### config.mk
export PLATFORM = sky130hd
export DESIGN_NAME = ref_disciplined_synth
export DESIGN_NICKNAME = d
export VERILOG_FILES = /design/src/rtl/rds_pkg.sv /design/src/rtl/rds_edge_sync.sv /design/src/rtl/rds_period_meter.sv /design/src/rtl/rds_seq_divider.sv /design/src/rtl/rds_wave_gen.sv /design/src/rtl/ref_disciplined_synth.sv
export SDC_FILE = /design/constraint.sdc
export NUM_CORES = 1
export LEC_CHECK = 0
export BUFFER_PORTS_ARGS = -buffer_cell sky130_fd_sc_hd__buf_2
export CAP_MARGIN = 30
export CORE_UTILIZATION = 60
export CTS_CLUSTER_SIZE = 16
export DETAILED_ROUTE_END_ITERATION = 16
export GPL_TIMING_DRIVEN = 0
export PLACE_DENSITY = 0.81
export SETUP_SLACK_MARGIN = 0.3
export SYNTH_ARGS = -nofsm -noshare
export SYNTH_HDL_FRONTEND = slang
export SYNTH_SLANG_ARGS = --single-unit
export TNS_END_PERCENT = 100
### constraint.sdc
create_clock -name clk -period 14.1 [get_ports clk]
set_clock_uncertainty 0.15 [all_clocks]
set_input_delay 3.525 -clock clk [delete_from_list [all_inputs] [get_ports clk]]
set_output_delay 3.525 -clock clk [all_outputs]
set_load 0.01 [all_outputs]
### src/rtl/rds_pkg.sv
package rds_pkg;

  // Number of flops between the asynchronous reference and the edge detector.
  localparam int unsigned SYNC_STAGES = 2;

  typedef enum logic {
    DIV_IDLE = 1'b0,
    DIV_RUN  = 1'b1
  } div_state_t;

endpackage

### src/rtl/rds_edge_sync.sv
module rds_edge_sync #(
  parameter int unsigned STAGES = 2
) (
  input  logic clk,
  input  logic rst_n,
  input  logic async_i,
  output logic rise_o
);

  logic [STAGES-1:0] chain_q;
  logic              last_q;

  generate
    if (STAGES == 1) begin : g_one
      always_ff @(posedge clk) begin
        if (!rst_n) chain_q <= '0;
        else        chain_q <= async_i;
      end
    end else begin : g_many
      always_ff @(posedge clk) begin
        if (!rst_n) chain_q <= '0;
        else        chain_q <= {chain_q[STAGES-2:0], async_i};
      end
    end
  endgenerate

  always_ff @(posedge clk) begin
    if (!rst_n) last_q <= 1'b0;
    else        last_q <= chain_q[STAGES-1];
  end

  assign rise_o = chain_q[STAGES-1] & ~last_q;

endmodule

### src/rtl/rds_period_meter.sv
module rds_period_meter #(
  parameter int unsigned CNT_W = 32
) (
  input  logic             clk,
  input  logic             rst_n,
  input  logic             edge_i,
  output logic             strobe_o,
  output logic [CNT_W-1:0] length_o
);

  logic [CNT_W-1:0] span_q;
  logic             armed_q;

  always_ff @(posedge clk) begin
    if (!rst_n) begin
      span_q   <= '0;
      armed_q  <= 1'b0;
      strobe_o <= 1'b0;
      length_o <= '0;
    end else begin
      strobe_o <= 1'b0;
      if (edge_i) begin
        span_q  <= CNT_W'(1);
        armed_q <= 1'b1;
        if (armed_q) begin
          strobe_o <= 1'b1;
          length_o <= span_q;
        end
      end else if (span_q != '1) begin
        span_q <= span_q + CNT_W'(1);
      end
    end
  end

endmodule

### src/rtl/rds_seq_divider.sv
module rds_seq_divider
  import rds_pkg::*;
#(
  parameter int unsigned CNT_W = 32,
  parameter int unsigned RATIO = 10
) (
  input  logic             clk,
  input  logic             rst_n,
  input  logic             start_i,
  input  logic [CNT_W-1:0] dividend_i,
  output logic             busy_o,
  output logic             done_o,
  output logic [CNT_W-1:0] quot_o,
  output logic [CNT_W-1:0] rem_o
);

  localparam int unsigned STEP_W = (CNT_W < 2) ? 1 : $clog2(CNT_W);
  localparam logic [CNT_W-1:0] DIV_C = CNT_W'(RATIO);

  div_state_t        state_q;
  logic [STEP_W-1:0] step_q;
  logic [CNT_W-1:0]  num_q;
  logic [CNT_W-1:0]  part_q;

  // One restoring step: shift in the next dividend bit and subtract if it fits.
  function automatic logic [CNT_W:0] restore_step(input logic [CNT_W-1:0] part,
                                                  input logic             next_bit);
    logic [CNT_W-1:0] low;
    logic             fits;
    low  = {part[CNT_W-2:0], next_bit};
    fits = part[CNT_W-1] | (low >= DIV_C);
    return {fits, fits ? (low - DIV_C) : low};
  endfunction

  logic [CNT_W:0] step_res;
  assign step_res = restore_step(part_q, num_q[CNT_W-1]);

  always_ff @(posedge clk) begin
    if (!rst_n) begin
      state_q <= DIV_IDLE;
      step_q  <= '0;
      num_q   <= '0;
      part_q  <= '0;
      done_o  <= 1'b0;
    end else begin
      done_o <= 1'b0;
      unique case (state_q)
        DIV_IDLE: begin
          if (start_i) begin
            state_q <= DIV_RUN;
            step_q  <= '0;
            num_q   <= dividend_i;
            part_q  <= '0;
          end
        end
        DIV_RUN: begin
          num_q  <= {num_q[CNT_W-2:0], step_res[CNT_W]};
          part_q <= step_res[CNT_W-1:0];
          step_q <= step_q + STEP_W'(1);
          if (step_q == STEP_W'(CNT_W - 1)) begin
            state_q <= DIV_IDLE;
            done_o  <= 1'b1;
          end
        end
        default: state_q <= DIV_IDLE;
      endcase
    end
  end

  assign busy_o = (state_q == DIV_RUN);
  assign quot_o = num_q;
  assign rem_o  = part_q;

endmodule

### src/rtl/rds_wave_gen.sv
module rds_wave_gen #(
  parameter int unsigned CNT_W = 32,
  parameter int unsigned RATIO = 10
) (
  input  logic             clk,
  input  logic             rst_n,
  input  logic             load_i,
  input  logic [CNT_W-1:0] period_i,
  input  logic [CNT_W-1:0] rem_i,
  output logic             wave_o,
  output logic             valid_o,
  output logic             carry_o,
  output logic [CNT_W-1:0] act_period_o
);

  localparam logic [CNT_W-1:0] RATIO_C = CNT_W'(RATIO);

  logic [CNT_W-1:0] cnt_q;
  logic [CNT_W-1:0] acc_q;
  logic [CNT_W-1:0] act_rem_q;

  function automatic logic [CNT_W-1:0] high_len(input logic [CNT_W-1:0] t);
    return t >> 1;
  endfunction

  function automatic logic [CNT_W-1:0] low_len(input logic [CNT_W-1:0] t, input logic extra);
    return t - (t >> 1) + CNT_W'(extra);
  endfunction

  logic             phase_end;
  logic [CNT_W-1:0] gap;
  logic [CNT_W-1:0] acc_next;

  assign phase_end = valid_o && (cnt_q == '0);
  // acc and rem are both below RATIO, so the gap never underflows.
  assign gap       = RATIO_C - act_rem_q;
  assign carry_o   = phase_end && wave_o && (acc_q >= gap);
  assign acc_next  = carry_o ? (acc_q - gap) : (acc_q + act_rem_q);

  always_ff @(posedge clk) begin
    if (!rst_n) begin
      wave_o       <= 1'b0;
      valid_o      <= 1'b0;
      cnt_q        <= '0;
      acc_q        <= '0;
      act_rem_q    <= '0;
      act_period_o <= '0;
    end else if (load_i) begin
      wave_o       <= 1'b1;
      valid_o      <= 1'b1;
      cnt_q        <= high_len(period_i) - CNT_W'(1);
      acc_q        <= '0;
      act_rem_q    <= rem_i;
      act_period_o <= period_i;
    end else if (phase_end) begin
      if (wave_o) begin
        wave_o <= 1'b0;
        cnt_q  <= low_len(act_period_o, carry_o) - CNT_W'(1);
        acc_q  <= acc_next;
      end else begin
        wave_o <= 1'b1;
        cnt_q  <= high_len(act_period_o) - CNT_W'(1);
      end
    end else if (valid_o) begin
      cnt_q <= cnt_q - CNT_W'(1);
    end
  end

endmodule

### src/rtl/ref_disciplined_synth.sv
module ref_disciplined_synth
  import rds_pkg::*;
#(
  parameter int unsigned CNT_W = 32,
  parameter int unsigned RATIO = 10_000_000
) (
  input  logic             clk,
  input  logic             rst_n,
  input  logic             ref_in,
  input  logic             ext_sel,
  input  logic [CNT_W-1:0] ext_period,
  output logic             wave_out,
  output logic             wave_valid
);

  // Named internal events, brought out for the bound checker.
  logic             ref_edge;
  logic             meas_strobe;
  logic [CNT_W-1:0] meas_len;
  logic             div_busy;
  logic             div_done;
  logic [CNT_W-1:0] div_quot;
  logic [CNT_W-1:0] div_rem;
  logic             load_now;
  logic             carry;
  logic [CNT_W-1:0] act_period;

  logic             pend_ok_q;
  logic [CNT_W-1:0] pend_quot_q;
  logic [CNT_W-1:0] pend_rem_q;
  logic [CNT_W-1:0] dividend;

  rds_edge_sync #(.STAGES(SYNC_STAGES)) u_sync (
    .clk     (clk),
    .rst_n   (rst_n),
    .async_i (ref_in),
    .rise_o  (ref_edge)
  );

  rds_period_meter #(.CNT_W(CNT_W)) u_meter (
    .clk      (clk),
    .rst_n    (rst_n),
    .edge_i   (ref_edge),
    .strobe_o (meas_strobe),
    .length_o (meas_len)
  );

  assign dividend = ext_sel ? ext_period : meas_len;

  rds_seq_divider #(.CNT_W(CNT_W), .RATIO(RATIO)) u_div (
    .clk        (clk),
    .rst_n      (rst_n),
    .start_i    (meas_strobe),
    .dividend_i (dividend),
    .busy_o     (div_busy),
    .done_o     (div_done),
    .quot_o     (div_quot),
    .rem_o      (div_rem)
  );

  // A finished division waits here until the next reference edge applies it.
  always_ff @(posedge clk) begin
    if (!rst_n) begin
      pend_ok_q   <= 1'b0;
      pend_quot_q <= '0;
      pend_rem_q  <= '0;
    end else if (div_done) begin
      pend_ok_q   <= 1'b1;
      pend_quot_q <= div_quot;
      pend_rem_q  <= div_rem;
    end else if (load_now) begin
      pend_ok_q   <= 1'b0;
    end
  end

  assign load_now = ref_edge && pend_ok_q;

  rds_wave_gen #(.CNT_W(CNT_W), .RATIO(RATIO)) u_gen (
    .clk          (clk),
    .rst_n        (rst_n),
    .load_i       (load_now),
    .period_i     (pend_quot_q),
    .rem_i        (pend_rem_q),
    .wave_o       (wave_out),
    .valid_o      (wave_valid),
    .carry_o      (carry),
    .act_period_o (act_period)
  );

endmodule

==> impl_metrics.tcl <==
set metrics [dict create \
    synth_flop_cell "dfxtp_1" \
    holdPathEnd "u_sync.chain_q[1]" \
    ys_ff_latch 335 \
    synth_fp_nets 2929 \
    reg2reg_depth 30 \
    cts_tree "yes" \
    whs_path_depth 1 \
    drive_above_1_share_pct 4.65 \
    synthesis.instances 2758 \
    synth_top_cell_by_area "dfxtp_1" \
    post_drt_via_cell_ratio 6.14 \
    syn_to_final_growth_pct 9.42 \
    synth.avg_cell_area_sq_um 7.95 \
    n_antenna_cell 0 \
    whs_ns 0.292 \
    gp_congestion 1.01 \
    p_int_uw 1610 \
    r2r-start "u_gen.act_rem_q[2]" \
    die_w_um 193 \
    cpPeakStageDelay_ns 0.59 \
    critical_path_arrival_ns 9.71 \
    critPathCaptureType "flop" \
    path_class "flop to flop" \
    maxCapViolCount 0 \
    final-instance-count-excl-fill 3320 \
    fmaxAchievable_ghz 0.106 \
    cpMaxStageDelayCell "or4_4" \
    seqPwrFrac_pct 46.6 \
    synth.area.top_cells "dfxtp_1 31%, ha_1 7.5%, nand2_1 6.0%" \
    nets 3003 \
    worst_setup_path_start_kind "flop" \
    grt_start_max_net_pins 15 \
    rsz0062_at_grt "no" \
    cts_resized 0 \
    coreArea_sq_um 35700 \
    status "completed" \
    cts_sinks 335 \
    p_clk_share_pct 50.6 \
    worstMarginPinSlew_ns 0.930 \
    async_flop_share_pct 0 \
    p_comb_share_pct 2.8 \
    finalMaxSlewViolations 0 \
    ys_seq_area_share_pct 30.6 \
    tns_ns 0 \
    hold_start "u_sync.chain_q[0]" \
    vias 20400 \
    holdBufCountCts 0 \
    overflow 0 \
    grt_pass1_vias 19600 \
    num_io_pins 38 \
    final.min_clock_period_ns 9.44 \
    finalSetupViolations 0 \
    rows 69 \
    syn_area_sq_um 21900 \
    yosysUniqueCellTypes 83 \
    clk_pin_slew_ns 0.06 \
    hold_class "flop to flop" \
    dieArea_sq_um 37300 \
    cp_max_fo 10 \
    r2r_slack_ns 4.66 \
    start_util_pct 61.4 \
    cts_max_path_buffers 3 \
    drc 0 \
    swShare_pct 21.4 \
    ys_warn_count 0 \
    synth_top_area_share_pct 30.6 \
    first_pass_iters 8 \
    min_period_over_period_pct 67.0 \
    powerDensity_nw_per_um2 85.1 \
    drtIter0Drc 1721 \
    ant_nets 0 \
    slew_headroom_pct 37.8 \
    post_cts_buffers 0 \
    p_leak_uw 0.00914 \
    die_y_um 193 \
    r2r-end "u_gen.cnt_q[26]" \
    place_inst 3255 \
    cpMostUsedCell "or2_2" \
    wire_per_inst_um 18.9 \
    clock_tree.root_cell "clkbuf_16" \
    hpwl_mm 47.9 \
    htree_num_levels 2 \
    fillCellCount 2986 \
    grt_first_pass_wirelength_mm 101 \
    numCtsBuffers 36 \
    vdd_drop_max_mv 0.0774 \
    grt_usage_pct 33.0 \
    port_buffers 36 \
    critical_path_required_ns 14.37 \
    hold_viol 0 \
    finalWirelength_mm 62.9 \
    power_uw 2040 \
    switching_power_uw 437 \
    clock_latency_ns 0.55 \
    synth_edf_count 0 \
    antenna_found_initial 0 \
]
==> layout by cell type (no fill, tap or decap), types with 18 or more instances in the layout <==
cell / synthesis / final
a211oi_1: 69 / 69
a21boi_0: 106 / 106
a21o_1: 32 / 32
a21oi_1: 174 / 174
and3_1: 33 / 33
buf_2: 0 / 36
clkbuf_1: 125 / 133
clkbuf_16: 0 / 37
dfxtp_1: 335 / 335
ha_1: 131 / 131
inv_1: 96 / 96
mux2i_1: 107 / 107
nand2_1: 349 / 349
nand2b_1: 21 / 21
nand3_1: 38 / 38
nand4_1: 24 / 24
nor2_1: 219 / 219
nor2b_1: 143 / 143
nor3_1: 68 / 68
nor3b_1: 21 / 21
nor4_1: 28 / 28
o21a_1: 23 / 23
o21ai_0: 121 / 121
or3_1: 18 / 18
xnor2_1: 146 / 146
xor2_1: 81 / 81
==> logic make-up (layout without fill, tap and decap cells) <==
group | Yosys count | in the layout | share of synthesized area (%)
simple gates | 1037 | 1037 | 23.1
buf+inv | 234 | 335 | 4.00
flops | 335 | 335 | 30.6
mux | 109 | 109 | 4.98
fa+ha+maj | 135 | 135 | 7.84
xor+xnor | 227 | 227 | 9.06
compound gates | 681 | 681 | 20.4
==> layer usage <==
metal | wire, um | part of all wire (%) | global-route usage (%)
met5 | 0 | 0 | 0
met3 | 5020 | 8.0 | 4.71
met1 | 27400 | 44 | 43.8
met4 | 1610 | 2.6 | 10.7
met2 | 28900 | 46 | 55.3
==> layout make-up <==
class	count	area [sq um]	area share (%)
plain buffers	138	518	2.16
clock buffers	52	1050	4.38
clock inverters	13	256	1.07
inverters	96	360	1.50
multi-input cells	2189	14400	59.8
flip-flops and latches	335	6710	27.9
well taps	461	577	2.40
repair buffers	36	180	0.751
==> cells in the mapped netlist, types with 14 or more instances <==
master / n
a31oi_1: 16
a21o_1: 32
and3_1: 33
xor2_1: 81
or2_2: 16
a21oi_1: 174
o211ai_1: 16
nand2b_1: 21
o21ai_0: 121
clkbuf_1: 125
nor3_1: 68
nor2b_1: 143
dfxtp_1: 335
a21boi_0: 106
o31ai_1: 16
ha_1: 131
nor3b_1: 21
nand4_1: 24
nand2_1: 349
mux2i_1: 107
o21a_1: 23
o22ai_1: 14
xnor2_1: 146
or3_1: 18
a211oi_1: 69
inv_1: 96
nor4_1: 28
o21bai_1: 14
nand3_1: 38
nor2_1: 219
==> worst max-delay path by stage <==
stage                                 end          startpoint
after floorplan           u_gen.cnt_q[26]  u_gen.act_rem_q[2]
after global placement    u_gen.cnt_q[26]  u_gen.act_rem_q[2]
after detailed placement  u_gen.cnt_q[26]  u_gen.act_rem_q[2]
after CTS                 u_gen.cnt_q[26]  u_gen.act_rem_q[2]
after global routing      u_gen.cnt_q[26]  u_gen.act_rem_q[2]
final                     u_gen.cnt_q[26]  u_gen.act_rem_q[2]
==> critical path: cells and delay by family, from the launching register on <==
family                   cells  cell delay (ns)
AND/OR/NAND/NOR             11             3.18
buffers and inverters        2             0.77
XOR/XNOR                     2             0.39
adder cells (fa/ha/maj)      3             1.42
flip-flops                   1             0.39
AO/OA/AOI/OAI               12             3.00
==> stage by stage <==
stage	utilization [%]	setup slack [ns]	instance area [sq um]
floorplan	-	6.97	21900
global placement	63.5	5.00	22700
detailed placement	63.5	4.86	22700
CTS	67.2	4.81	24000
global route	67.2	4.17	24000
finish	67.2	4.66	24000
==> power groups by stage <==
| stage | combinational [uW] | clock (uW) | sequential (uW) |
|---|---|---|---|
| finish | 56.6 | 1030 | 952 |
| global route | 60.6 | 1080 | 951 |
| CTS | 55.8 | 1040 | 952 |
| detailed placement | 55.4 | 0 | 973 |
| global placement | 54.5 | 0 | 972 |
| floorplan | 35.7 | 0 | 972 |
(Power assumes the default switching activity.)
